## src/rtl/pipe4_pkg.sv

```systemverilog
package pipe4_pkg;

    parameter int TAG_W  = 8;
    parameter int LAT_W  = 2;
    parameter int DATA_W = 16;

    // One instruction token as it travels between stages
    typedef struct packed {
        logic              vld;
        logic [TAG_W-1:0]  tag;
        logic [LAT_W-1:0]  lat;
        logic [DATA_W-1:0] data;
    } slot_t;

    localparam slot_t EMPTY_SLOT = '0;

    // Cycles spent in execute: code 0 is read as one cycle
    function automatic logic [LAT_W-1:0] exec_cycles(input logic [LAT_W-1:0] code);
        return (code == '0) ? LAT_W'(1) : code;
    endfunction

endpackage

```

## src/rtl/pipe4_slot.sv

```systemverilog
module pipe4_slot
    import pipe4_pkg::*;
(
    input  logic  clk,
    input  logic  rst,
    input  logic  load,
    input  slot_t d,
    output slot_t q
);

    always_ff @(posedge clk) begin
        if (rst)
            q <= EMPTY_SLOT;
        else if (load)
            q <= d;
    end

endmodule

```

## src/rtl/pipe4_exec.sv

```systemverilog
module pipe4_exec
    import pipe4_pkg::*;
(
    input  logic  clk,
    input  logic  rst,
    input  slot_t cur,      // token held in execute
    input  slot_t nxt,      // token waiting in decode
    output logic  hold,
    output logic  finish
);

    logic [LAT_W-1:0] left_q;

    assign hold   = cur.vld && (left_q > LAT_W'(1));
    assign finish = cur.vld && !hold;

    always_ff @(posedge clk) begin
        if (rst)
            left_q <= '0;
        else if (!hold)
            left_q <= nxt.vld ? exec_cycles(nxt.lat) : '0;
        else
            left_q <= left_q - LAT_W'(1);
    end

endmodule

```

## src/rtl/pipe4_top.sv

```systemverilog
module pipe4_top
    import pipe4_pkg::*;
#(
    parameter int N_FRONT = 2       // slots frozen by a stall
)(
    input  logic              clk,
    input  logic              rst,
    input  logic              in_valid,
    output logic              in_ready,
    input  logic [TAG_W-1:0]  in_tag,
    input  logic [LAT_W-1:0]  in_lat,
    input  logic [DATA_W-1:0] in_data,
    output logic              out_valid,
    output logic [TAG_W-1:0]  out_tag,
    output logic [DATA_W-1:0] out_data,
    output logic              stall
);

    slot_t chain [0:N_FRONT];
    slot_t exe_slot;
    slot_t wb_d;
    slot_t wb_q;
    logic  busy;
    logic  done;

    always_comb begin
        chain[0].vld  = in_valid;
        chain[0].tag  = in_tag;
        chain[0].lat  = in_lat;
        chain[0].data = in_data;
    end

    for (genvar i = 0; i < N_FRONT; i++) begin : g_front
        pipe4_slot u_slot (
            .clk  (clk),
            .rst  (rst),
            .load (!busy),
            .d    (chain[i]),
            .q    (chain[i+1])
        );
    end

    assign exe_slot = chain[N_FRONT];

    pipe4_exec u_exec (
        .clk    (clk),
        .rst    (rst),
        .cur    (exe_slot),
        .nxt    (chain[N_FRONT-1]),
        .hold   (busy),
        .finish (done)
    );

    assign wb_d = done ? exe_slot : EMPTY_SLOT;

    pipe4_slot u_wb (
        .clk  (clk),
        .rst  (rst),
        .load (1'b1),
        .d    (wb_d),
        .q    (wb_q)
    );

    assign in_ready  = !busy;
    assign stall     = busy;
    assign out_valid = wb_q.vld;
    assign out_tag   = wb_q.tag;
    assign out_data  = wb_q.data;

endmodule

```

## config.mk

```make
export PLATFORM = sky130hd
export DESIGN_NAME = pipe4_top
export DESIGN_NICKNAME = d
export VERILOG_FILES = /design/src/rtl/pipe4_pkg.sv /design/src/rtl/pipe4_slot.sv /design/src/rtl/pipe4_exec.sv /design/src/rtl/pipe4_top.sv
export SDC_FILE = /design/constraint.sdc
export NUM_CORES = 1
export LEC_CHECK = 0
export BUFFER_PORTS_ARGS = -buffer_cell sky130_fd_sc_hd__buf_2
export CORE_AREA = 2 2 79 81
export CTS_CLUSTER_DIAMETER = 200
export DETAILED_ROUTE_END_ITERATION = 10
export DIE_AREA = 0 0 81 83
export PLACE_DENSITY = 0.73
export SYNTH_ARGS = -nofsm -noshare
export SYNTH_HDL_FRONTEND = slang
export SYNTH_SLANG_ARGS = --single-unit
```

## constraint.sdc

```tcl
create_clock -name clk -period 2.4 [get_ports clk]
set_clock_uncertainty 0.2 [all_clocks]
set_input_delay 0.24 -clock clk [delete_from_list [all_inputs] [get_ports clk]]
set_output_delay 0.24 -clock clk [all_outputs]
set_load 0.02 [all_outputs]
```

Word-level counts from Yosys, hierarchy flattened:

Cells that the tools add are included.

* logic and storage cells: 22
* output and inout port bits: 27
* register bits after elaboration: 79
* input bits: 29

* add/sub/neg operators: 1
* muxes and demuxes: 3
* reduce and logical (&&, ||, !) cells: 5
* bitwise logic cells: 1
* $lt $le $gt $ge: 1

Operator list (count)
* $mux 2: 3
* $gt 2x1->1 const B: 1
* $logic_and 1x1->1: 2
* $logic_not 2->1: 1
* $reduce_or 2->1: 1
* $sub 2x1->2 const B: 1
* $logic_not 1->1: 1
* $not 1->1: 1

Longest topological paths before layout:

Gate-level depths: netlist (run 1).

* depth after elaboration: 6
* depth in mapped cells: 7
* gate-level depth less buffers: 6

By module:

From an unflattened synthesis (run 1), not the netlist that was laid out.

* cells, all modules: 306
* area total of the unflattened synthesis: 3288.2 µm²

By module, submodules not included
* pipe4_slot: times used 3, sequential area each 540.5 µm², area an instance 978.4 µm², cells an instance 87
* pipe4_top: times used 1, sequential area each 0.0 µm², area an instance 225.2 µm², cells an instance 31
* pipe4_exec: times used 1, sequential area each 40.0 µm², area an instance 127.6 µm², cells an instance 14

Worst setup path before layout (run 1):

Ideal clock, no wire load.

* path type: register to output
* start point: reg u_exec.left_q[1]
* end point: out stall
* setup slack: 0.895 ns
* data arrival time: 1.065 ns
* stages on the path, launching flop included: 6
* path buffers: 1
* data required time: 1.960 ns
* path through: dfxtp_1 inv_2 ha_1 nand3b_4 inv_2 buf_4

* word-level cells in the longest chain between the ends: 2

RTL lines
* start, declared: line pipe4_exec.sv:12 `logic [LAT_W-1:0] left_q;`
* start signal, assigned: line pipe4_exec.sv:21 `left_q <= nxt.vld ? exec_cycles(nxt.lat) : '0;`
* start signal, assigned: line pipe4_exec.sv:23 `left_q <= left_q - LAT_W'(1);`
* $gt 2x1->1: line pipe4_exec.sv:14 `assign hold = cur.vld && (left_q > LAT_W'(1));`
* $logic_and 1x1->1: line pipe4_exec.sv:14
* end, declared: line pipe4_top.sv:16 `output logic stall`

No other way between the ends.

Worst setup path after layout (run 1):

* start point: reg u_exec.left_q[1]
* end point: out in_ready

* word-level cells in the longest chain between the ends: 3

RTL lines
* $gt 2x1->1: line pipe4_exec.sv:14
* $logic_and 1x1->1: line pipe4_exec.sv:14
* $logic_not 1->1: line pipe4_top.sv:64 `assign in_ready = !busy;`
* end, declared: line pipe4_top.sv:9 `output logic in_ready,`

No other way between the ends.

==> results of run 1 <==
cell families (layout without fill, tap and decap cells):
logic type | count (synthesis) | after routing | synth area share, %
compound gates | 54 | 54 | 10.9
fa+ha+maj | 1 | 1 | 0.475
buf+inv | 22 | 106 | 6.41
flops | 79 | 79 | 60.0
simple gates | 133 | 133 | 22.2
worst register-to-register path, cell delays in order, from the launching register on:
cell and delay [ns]:
dfxtp_1 0.39, inv_2 0.06, ha_1 0.20, nand3b_4 0.16, inv_2 0.35, buf_4 0.27
nand2_1 0.08, a21oi_1 0.11
synth_stat cells:
cell and n:
nand2b_1 1, nand3_1 1, nand2_1 103, clkbuf_1 5, nand3b_4 1, a41o_1 1, nor2_1 2, dfxtp_1 79
and2_4 2, inv_2 3, buf_6 9, ha_1 1, buf_4 5, a21oi_1 52, and2_1 22, o211a_4 1
nor3_1 1
layer usage:
metal | global-route usage, % | vias to the layer above | routed length [um] | share of wire (%)
met1 | 17.8 | 906 | 2180 | 45
li1 | - | 1073 | - | -
met4 | 10.6 | 0 | 129 | 2.7
met2 | 24.3 | 35 | 2350 | 49
met5 | 0 | - | 0 | 0
met3 | 2.93 | 10 | 166 | 3.4
final cells by class:
type | count | area share, %
flip-flops and latches | 79 | 47.6
inverters | 3 | 0.339
well taps | 75 | 2.82
repair buffers | 87 | 17.5
multi-input cells | 188 | 26.6
clock buffers | 16 | 5.12
sequential cells by signal (all words and copies together), names as in the netlist:
register          flops
u_wb.q               25
g_front.u_slot.q     52
u_exec.left_q         2
power by group through the flow:
stage	Clock, W	Combinational [W]	Sequential (W)
after detailed placement	0	0.0000985	0.00141
final	0.000856	0.000131	0.00138
after CTS	0.000887	0.000132	0.00138
after global placement	0	0.0000967	0.00141
after floorplan	0	0.0000618	0.00141
after global routing	0.000939	0.000147	0.00138
per-stage QoR:
stage	instances	util, %	cell area [sq um]	total power (W)
floorplan	289	-	2640	0.00147
global placement	405	49.6	2890	0.00150
detailed placement	405	49.6	2890	0.00151
CTS	448	57.2	3330	0.00240
global route	448	57.2	3330	0.00247
finish	448	57.2	3330	0.00236
worst max path at each step:
| stage | startpoint | end | slack (ns) | cells after the start |
|---|---|---|---|---|
| 4_1_cts | u_exec.left_q[1] | in_ready | 0.13 | 5 |
| 5_1_grt | u_exec.left_q[1] | in_ready | 0.03 | 5 |
| 3_3_place_gp | u_exec.left_q[1] | in_ready | 0.56 | 5 |
| 6_report | u_exec.left_q[1] | in_ready | 0.15 | 5 |
| 2_1_floorplan | u_exec.left_q[1] | stall | 0.89 | 5 |
| 3_5_place_dp | u_exec.left_q[1] | g_front[0].u_slot.q[0] | 0.51 | 7 |
what timing repair did:
item,4_1_cts,5_1_grt
resized for setup,0,0
hold buffers,27,0
endpoints found under the hold margin,27,0
==> results_dict.tcl, run 1 <==
set metrics [dict create \
    critPathBufInv 3 \
    hp-class "in -> reg" \
    post-route-period-util_pct 93.5 \
    fillers 551 \
    pre_cts_slack_ns 0.508 \
    critPathSlowestCell "buf_4" \
    power_frac_comb_pct 5.5 \
    ios 56 \
    slew_headroom_pct 63.4 \
    switching_share_pct 21.1 \
    tns_ns 0 \
    num-nets-final 398 \
    syn-mean-instance-area_sq_um 9.12 \
    syn-num-nets 319 \
    post_cts_buffers 0 \
    layout_commonest_cell "nand2_1" \
    ant_nets 0 \
    via_count 2024 \
    setup_violations 0 \
    h-tree-depth 3 \
    cts_sinks 79 \
    ir_drop_uv 332 \
    die_h_um 83 \
    cp-start-kind "flip-flop" \
    outcome "finished clean" \
    rr_endpoint "g_front[0].u_slot.q[0]" \
    antenna_found_initial 0 \
    rr_startpoint "u_exec.left_q[1]" \
    period_minus_slack_ns 2.25 \
    powerDensity_nw_per_um2 711 \
    worstPathMaxFanout 55 \
    finalWeightedCongestion 0.732 \
    yosysUniqueCellTypes 17 \
    via_per_inst 4.52 \
    tightestPinTransition_ns 0.549 \
    ys_ff_latch 79 \
    rows 28 \
    crit_type "reg -> out" \
    r2r_slack_ns 0.50 \
    hold_path_depth 3 \
    hpwl_um 2900 \
    n_antenna_cell 0 \
    chipWidth_um 81 \
    multi_input_area_sq_um 886 \
    cp.required_ns 1.96 \
    crit_chain "inv_2 > ha_1 > nand3b_4 > buf_4 > buf_2" \
    io_buffer_count 55 \
    path_clk_slew_ns 0.07 \
    worstHoldStart "rst" \
    slew_violations 0 \
    root_buffer "clkbuf_8" \
    cpPeakStageDelay_ns 0.45 \
    synth_area_leaders "dfxtp_1 (60%), nand2_1 (15%), a21oi_1 (9.9%), and2_1 (5.2%), buf_6 (3.8%)" \
    wl_per_cell_um 10.8 \
    core_sq_um 5820 \
    rr_worst_depth 7 \
    grt_pass1_wl_um 7850 \
    globalRouteOverflowTotal 0 \
    min_to "u_exec.left_q[0]" \
    drc 0 \
    finalHoldViolCount 0 \
    dr.pass1.iters 4 \
    die_area_sq_um 6720 \
    clock_power_share_pct 36.2 \
    regArea_sq_um 1580 \
    most-common-layout-cells "nand2_1 (103), dfxtp_1 (79), buf_2 (55)" \
    worst_slack_ns 0.155 \
    p_switching_w 0.000499 \
    worstSkewPairLatency_ns 0.33 \
    syn_to_final_growth_pct 26.2 \
    timing.fmax_ghz 0.445 \
    netlist.area_leader.share_pct 60.0 \
    end_kind "output pin" \
    grt_pass1_vias 1792 \
    grt_usage_pct 15.2 \
    cpLargestDelayFamily "buffers and inverters" \
    drv_cap 0 \
    syn_area_sq_um 2640 \
    drt_wl_total_um 4820 \
    internal_power_w 0.00187 \
    cts_buffers 9 \
    yosysTopAreaCell "dfxtp_1" \
    crit_arrival_ns 1.81 \
    grt_max_degree 56 \
    cts_tree "yes" \
    start_util_pct 45.3 \
    sequentialPowerShare_pct 58.3 \
    layout-drive-gt1-share_pct 20.9 \
    p_leak_nw 1.53 \
    drtIter0Drc 115 \
    rsz0062_at_grt "no" \
    yosys_warnings 0 \
    clk_path_buf_depth 2 \
    holdWs_ns 0.0772 \
    ys_seq_area_share_pct 60.0 \
    synth_cells 289 \
]
(Power assumes the default switching activity.)
==> inputs of run 2 (changes only) <==
--- a/config.mk
+++ b/config.mk
@@ -6,11 +6,13 @@
 export NUM_CORES = 1
 export LEC_CHECK = 0
 export BUFFER_PORTS_ARGS = -buffer_cell sky130_fd_sc_hd__buf_2
-export CORE_AREA = 2 2 79 81
+export CELL_PAD_IN_SITES_DETAIL_PLACEMENT = 1
+export CELL_PAD_IN_SITES_GLOBAL_PLACEMENT = 2
+export CORE_AREA = 2 2 92 94
 export CTS_CLUSTER_DIAMETER = 200
 export DETAILED_ROUTE_END_ITERATION = 10
-export DIE_AREA = 0 0 81 83
-export PLACE_DENSITY = 0.73
+export DIE_AREA = 0 0 94 96
+export PLACE_DENSITY = 0.85
 export SYNTH_ARGS = -nofsm -noshare
 export SYNTH_HDL_FRONTEND = slang
 export SYNTH_SLANG_ARGS = --single-unit
==> results_dict.tcl, run 2 (synthesized netlist as in run 1, its figures left out) <==
set metrics [dict create \
    internal_power_w 0.00193 \
    cts_sinks 79 \
    syn_to_final_growth_pct 29.1 \
    grt_max_degree 37 \
    core_sq_um 8050 \
    io_buffer_count 55 \
    num-nets-final 398 \
    drtIter0Drc 86 \
    cts_tree "yes" \
    p_switching_w 0.000545 \
    post-route-period-util_pct 89.0 \
    globalRouteOverflowTotal 0 \
    end_kind "output pin" \
    largest_reg_flops 52 \
    holdWs_ns 0.103 \
    cpLargestDelayFamily "buffers and inverters" \
    critPathSlowestCell "dfxtp_1" \
    drt_wl_total_um 5720 \
    ir_drop_uv 274 \
    via_count 2085 \
    crit_chain "inv_2 > ha_1 > nand3b_4 > inv_2 > buf_2" \
    wl_per_cell_um 12.0 \
    grt_pass1_vias 2121 \
    path_clk_slew_ns 0.07 \
    worst_slack_ns 0.265 \
    cp-start-kind "flip-flop" \
    crit_type "reg -> out" \
    ios 56 \
    dpl.cell_count 435 \
    h-tree-depth 3 \
    die_area_sq_um 9020 \
    worstPathMaxFanout 20 \
    post_cts_buffers 0 \
    grt_use_met3_pct 2.43 \
    ant_nets 0 \
    die_h_um 96 \
    drv_cap 0 \
    top_usage_layer "met2" \
    via_per_inst 4.36 \
    root_buffer "clkbuf_8" \
    rows 33 \
    crit_arrival_ns 1.70 \
    slew_violations 0 \
    timing.fmax_ghz 0.468 \
    hp-class "in -> reg" \
    start_util_pct 32.7 \
    cp.required_ns 1.96 \
    period_minus_slack_ns 2.14 \
    fin_cells 478 \
    layout-drive-gt1-share_pct 22.3 \
    antenna_found_initial 0 \
    finalWeightedCongestion 0.675 \
    cpMostUsedCell "inv_2" \
    top_register "g_front.u_slot.q" \
    grt_pass1_wl_um 9530 \
    cpPeakStageDelay_ns 0.39 \
    p_leak_nw 1.54 \
    slew_headroom_pct 74.2 \
    hpwl_um 3660 \
    top_regs "g_front.u_slot.q: 52 flops, u_wb.q: 25 flops, u_exec.left_q: 2 flops" \
    stdcell_area_sq_um 3400 \
    tightestPinTransition_ns 0.387 \
    rsz0062_at_grt "no" \
    powerDensity_nw_per_um2 728 \
    r2r_slack_ns 0.55 \
    drc 0 \
    layout_commonest_cell "nand2_1" \
    placed_cell_area_sq_um 2940 \
    outcome "finished clean" \
    critPathBufInv 3 \
    dr.pass1.iters 4 \
    met2_usage_pct 23.6 \
    setup_violations 0 \
    power_frac_comb_pct 5.4 \
    clock_power_share_pct 39.0 \
    sequentialPowerShare_pct 55.6 \
    worstSkewPairLatency_ns 0.34 \
    n_antenna_cell 0 \
    switching_share_pct 22.0 \
    pre_cts_slack_ns 0.557 \
    globalRouteMet1Util_pct 16.1 \
    finalHoldViolCount 0 \
    cts_buffers 9 \
    grt_usage_pct 13.7 \
    tns_ns 0 \
    most-common-layout-cells "nand2_1 (103), dfxtp_1 (79), buf_2 (55)" \
    chipWidth_um 94 \
    clk_path_buf_depth 2 \
]
run 2: what timing repair did:
item                                    in CTS  in global routing
endpoints found under the hold margin       27                  0
resized for setup                            0                  0
hold buffers                                27                  0
endpoints found under the setup margin       0                  0
run 2: power groups by stage:
stage / Clock, W / Sequential [W] / Combinational [W]
after floorplan: 0 / 0.00141 / 0.0000618
after global placement: 0 / 0.00141 / 0.0000988
after detailed placement: 0 / 0.00141 / 0.000102
after CTS: 0.00101 / 0.00138 / 0.000137
after global routing: 0.00107 / 0.00138 / 0.000153
final: 0.000965 / 0.00138 / 0.000134
run 2: stage by stage:
stage | util, % | power [W]
after floorplan | - | 0.00147
after global placement | 36.5 | 0.00151
after detailed placement | 36.5 | 0.00151
after CTS | 42.3 | 0.00252
after global routing | 42.3 | 0.00260
final | 42.3 | 0.00248
run 2: metal layers:
layer	up-vias	wire length, um
met4	0	135
met1	971	2550
met2	34	2880
met3	12	160
li1	1068	-
met5	-	0
run 2: cell type report:
class	count	area (sq um)
fill	972	4650
sequential	79	1580
multi-input combinational	188	886
timing repair buffer	87	596
clock buffer	10	138
tap	105	131
clock inverter	6	60.1
inverter	3	11.3
run 2: path summary, 6_finish.rpt:
check                          start                       to  cells past startpoint
max                 u_exec.left_q[1]                    stall                      5
min                              rst  g_front[1].u_slot.q[26]                      2
max reg2reg         u_exec.left_q[1]   g_front[1].u_slot.q[6]                      7
min reg2reg  g_front[1].u_slot.q[22]  g_front[1].u_slot.q[22]                      2
==> inputs of run 3 (changes only) <==
--- a/config.mk
+++ b/config.mk
@@ -5,13 +5,14 @@
 export SDC_FILE = /design/constraint.sdc
 export NUM_CORES = 1
 export LEC_CHECK = 0
+export ABC_AREA = 1
 export BUFFER_PORTS_ARGS = -buffer_cell sky130_fd_sc_hd__buf_2
 export CELL_PAD_IN_SITES_DETAIL_PLACEMENT = 1
 export CELL_PAD_IN_SITES_GLOBAL_PLACEMENT = 2
-export CORE_AREA = 2 2 92 94
+export CORE_AREA = 2 2 93 95
 export CTS_CLUSTER_DIAMETER = 200
 export DETAILED_ROUTE_END_ITERATION = 10
-export DIE_AREA = 0 0 94 96
+export DIE_AREA = 0 0 95 97
 export PLACE_DENSITY = 0.85
 export SYNTH_ARGS = -nofsm -noshare
 export SYNTH_HDL_FRONTEND = slang
==> results_dict.tcl, run 3 <==
set metrics [dict create \
    clk_path_buf_depth 2 \
    hold_path_depth 2 \
    setup_violations 0 \
    regArea_sq_um 1580 \
    cts_buffers 9 \
    outcome "finished clean" \
    cp-start-kind "flip-flop" \
    synth_ff_type "dfxtp_1" \
    p_leak_nw 1.49 \
    drv_cap 0 \
    cp.required_ns 1.96 \
    h-tree-depth 3 \
    slew_headroom_pct 62.7 \
    syn_area_sq_um 2620 \
    stdcell_area_sq_um 3440 \
    crit_arrival_ns 1.78 \
    multi_input_area_sq_um 811 \
    yosysTopAreaCell "dfxtp_1" \
    grt_pass1_wl_um 9940 \
    worstPathMaxFanout 26 \
    powerDensity_nw_per_um2 722 \
    post_cts_buffers 0 \
    syn-num-nets 347 \
    critPathSlowestCell "dfxtp_1" \
    ant_nets 0 \
    cts_tree "yes" \
    cts_sinks 79 \
    yosys_warnings 0 \
    holdWs_ns 0.229 \
    io_buffer_count 55 \
    timing.fmax_ghz 0.450 \
    ios 56 \
    most-common-layout-cells "nand2_1 (104), dfxtp_1 (79), buf_2 (55)" \
    yosysUniqueCellTypes 14 \
    globalRouteOverflowTotal 0 \
    finalWeightedCongestion 0.703 \
    netlist.area_leader.share_pct 60.3 \
    synth_cells 317 \
    largest_reg_flops 52 \
    ys_ff_latch 79 \
    hp-class "reg -> reg" \
    grt_usage_pct 13.7 \
    cpPeakStageDelay_ns 0.43 \
    die_h_um 97 \
    die_area_sq_um 9220 \
    fin_cells 508 \
    via_per_inst 4.37 \
    finalHoldViolCount 0 \
    cpLargestDelayFamily "buffers and inverters" \
    rows 33 \
    top_register "g_front.u_slot.q" \
    root_buffer "clkbuf_8" \
    rr_worst_depth 8 \
    dpl.cell_count 464 \
    via_count 2218 \
    fillers 973 \
    tns_ns 0 \
    placed_cell_area_sq_um 2970 \
    core_sq_um 8130 \
    syn-mean-instance-area_sq_um 8.27 \
    yosysMostFrequentCell "nand2_1" \
    critPathBufInv 4 \
    cpMostUsedCell "inv_1" \
    synth_edf_count 0 \
    crit_chain "inv_1 > ha_1 > inv_1 > nand3_4 > clkinv_2 > buf_2" \
    grt_max_degree 55 \
    grt_pass1_vias 2159 \
    end_kind "output pin" \
    chipWidth_um 95 \
    rsz0062_at_grt "no" \
    wl_per_cell_um 11.7 \
    synth_area_leaders "dfxtp_1 (60%), nand2_1 (15%), a21oi_1 (10%), inv_1 (4.3%), nor2_1 (3.4%)" \
    top_regs "g_front.u_slot.q: 52 flops, u_wb.q: 25 flops, u_exec.left_q: 2 flops" \
    drc 0 \
    path_clk_slew_ns 0.08 \
    async_flop_share_pct 0 \
    worst_slack_ns 0.179 \
    pre_cts_slack_ns 0.477 \
    layout_commonest_cell "nand2_1" \
    hpwl_um 3630 \
    drt_wl_total_um 5940 \
    period_minus_slack_ns 2.22 \
    synth_common_cells "nand2_1 (104), dfxtp_1 (79), a21oi_1 (53)" \
    tightestPinTransition_ns 0.560 \
    n_antenna_cell 0 \
    drtIter0Drc 40 \
    dr.pass1.iters 4 \
    critical_path_depth 6 \
    syn_to_final_growth_pct 31.3 \
    layout-drive-gt1-share_pct 18.9 \
    ir_drop_uv 249 \
    slew_violations 0 \
    num-nets-final 428 \
    antenna_found_initial 0 \
    ys_seq_area_share_pct 60.3 \
    start_util_pct 32.2 \
    crit_type "reg -> out" \
    post-route-period-util_pct 92.5 \
    worstSkewPairLatency_ns 0.35 \
]
## run 3: logic make-up (layout without fill, tap and decap cells)
group                    Yosys count  in the layout  synth area share (%)
AO/OA/AOI/OAI                     54             54                  10.4
adder cells (fa/ha/maj)            1              1                 0.477
buffers and inverters             49            135                  8.73
flip-flops                        79             79                  60.3
AND/OR/NAND/NOR                  134            134                  20.0
## run 3: metal layers
metal | wire length [um] | track usage, % | vias to the layer above
met2 | 2920 | 23.1 | 42
met1 | 2680 | 16.4 | 1029
met3 | 192 | 2.18 | 11
li1 | - | - | 1136
met5 | 0 | 0 | -
met4 | 155 | 7.69 | 0
## run 3: metrics by stage
stage	util, %	power (W)
3_5_place_dp	36.5	0.00152
6_report	42.3	0.00249
4_1_cts	42.3	0.00252
3_3_place_gp	36.5	0.00152
5_1_grt	42.3	0.00261
2_1_floorplan	-	0.00147
## run 3: path summary, 6_finish.rpt
path                                         startpoint                endpoint  slack [ns]
worst min register to register  g_front[1].u_slot.q[14]              u_wb.q[14]        0.23
worst max-delay path                   u_exec.left_q[1]                   stall        0.18
worst max register to register         u_exec.left_q[1]  g_front[0].u_slot.q[5]        0.49
worst min-delay path            g_front[1].u_slot.q[14]              u_wb.q[14]        0.23
## run 3: power by group
part / switching [W] / total, W / internal, W / leakage [nW]
clock: 0.000481 / 0.000962 / 0.000481 / 0.0895
combinational: 0.0000661 / 0.000144 / 0.0000779 / 0.750
sequential: 0.0000237 / 0.00138 / 0.00136 / 0.648
## run 3: worst reg2reg max path, cell delays in order (launching register included)
cell and delay, ns:
dfxtp_1 0.43, inv_1 0.07, ha_1 0.17, inv_1 0.14, nand3_4 0.09, clkinv_2 0.29
buf_12 0.23, nand2_1 0.09, a21oi_1 0.13
## run 3: final cells by class
| class | instances | share of cell area (%) |
|---|---|---|
| inverters | 31 | 3.42 |
| repair buffers | 88 | 17.7 |
| well taps | 105 | 3.82 |
| clock buffers | 11 | 3.82 |
| clock inverters | 5 | 1.71 |
| flip-flops and latches | 79 | 46.0 |
| multi-input cells | 189 | 23.6 |
## run 3: timing repair
| action | CTS | global route |
|---|---|---|
| gates resized for setup | 0 | 1 |
| endpoints found under the hold margin | 28 | 0 |
| hold buffers | 28 | 0 |
| endpoints found under the setup margin | 0 | 1 |
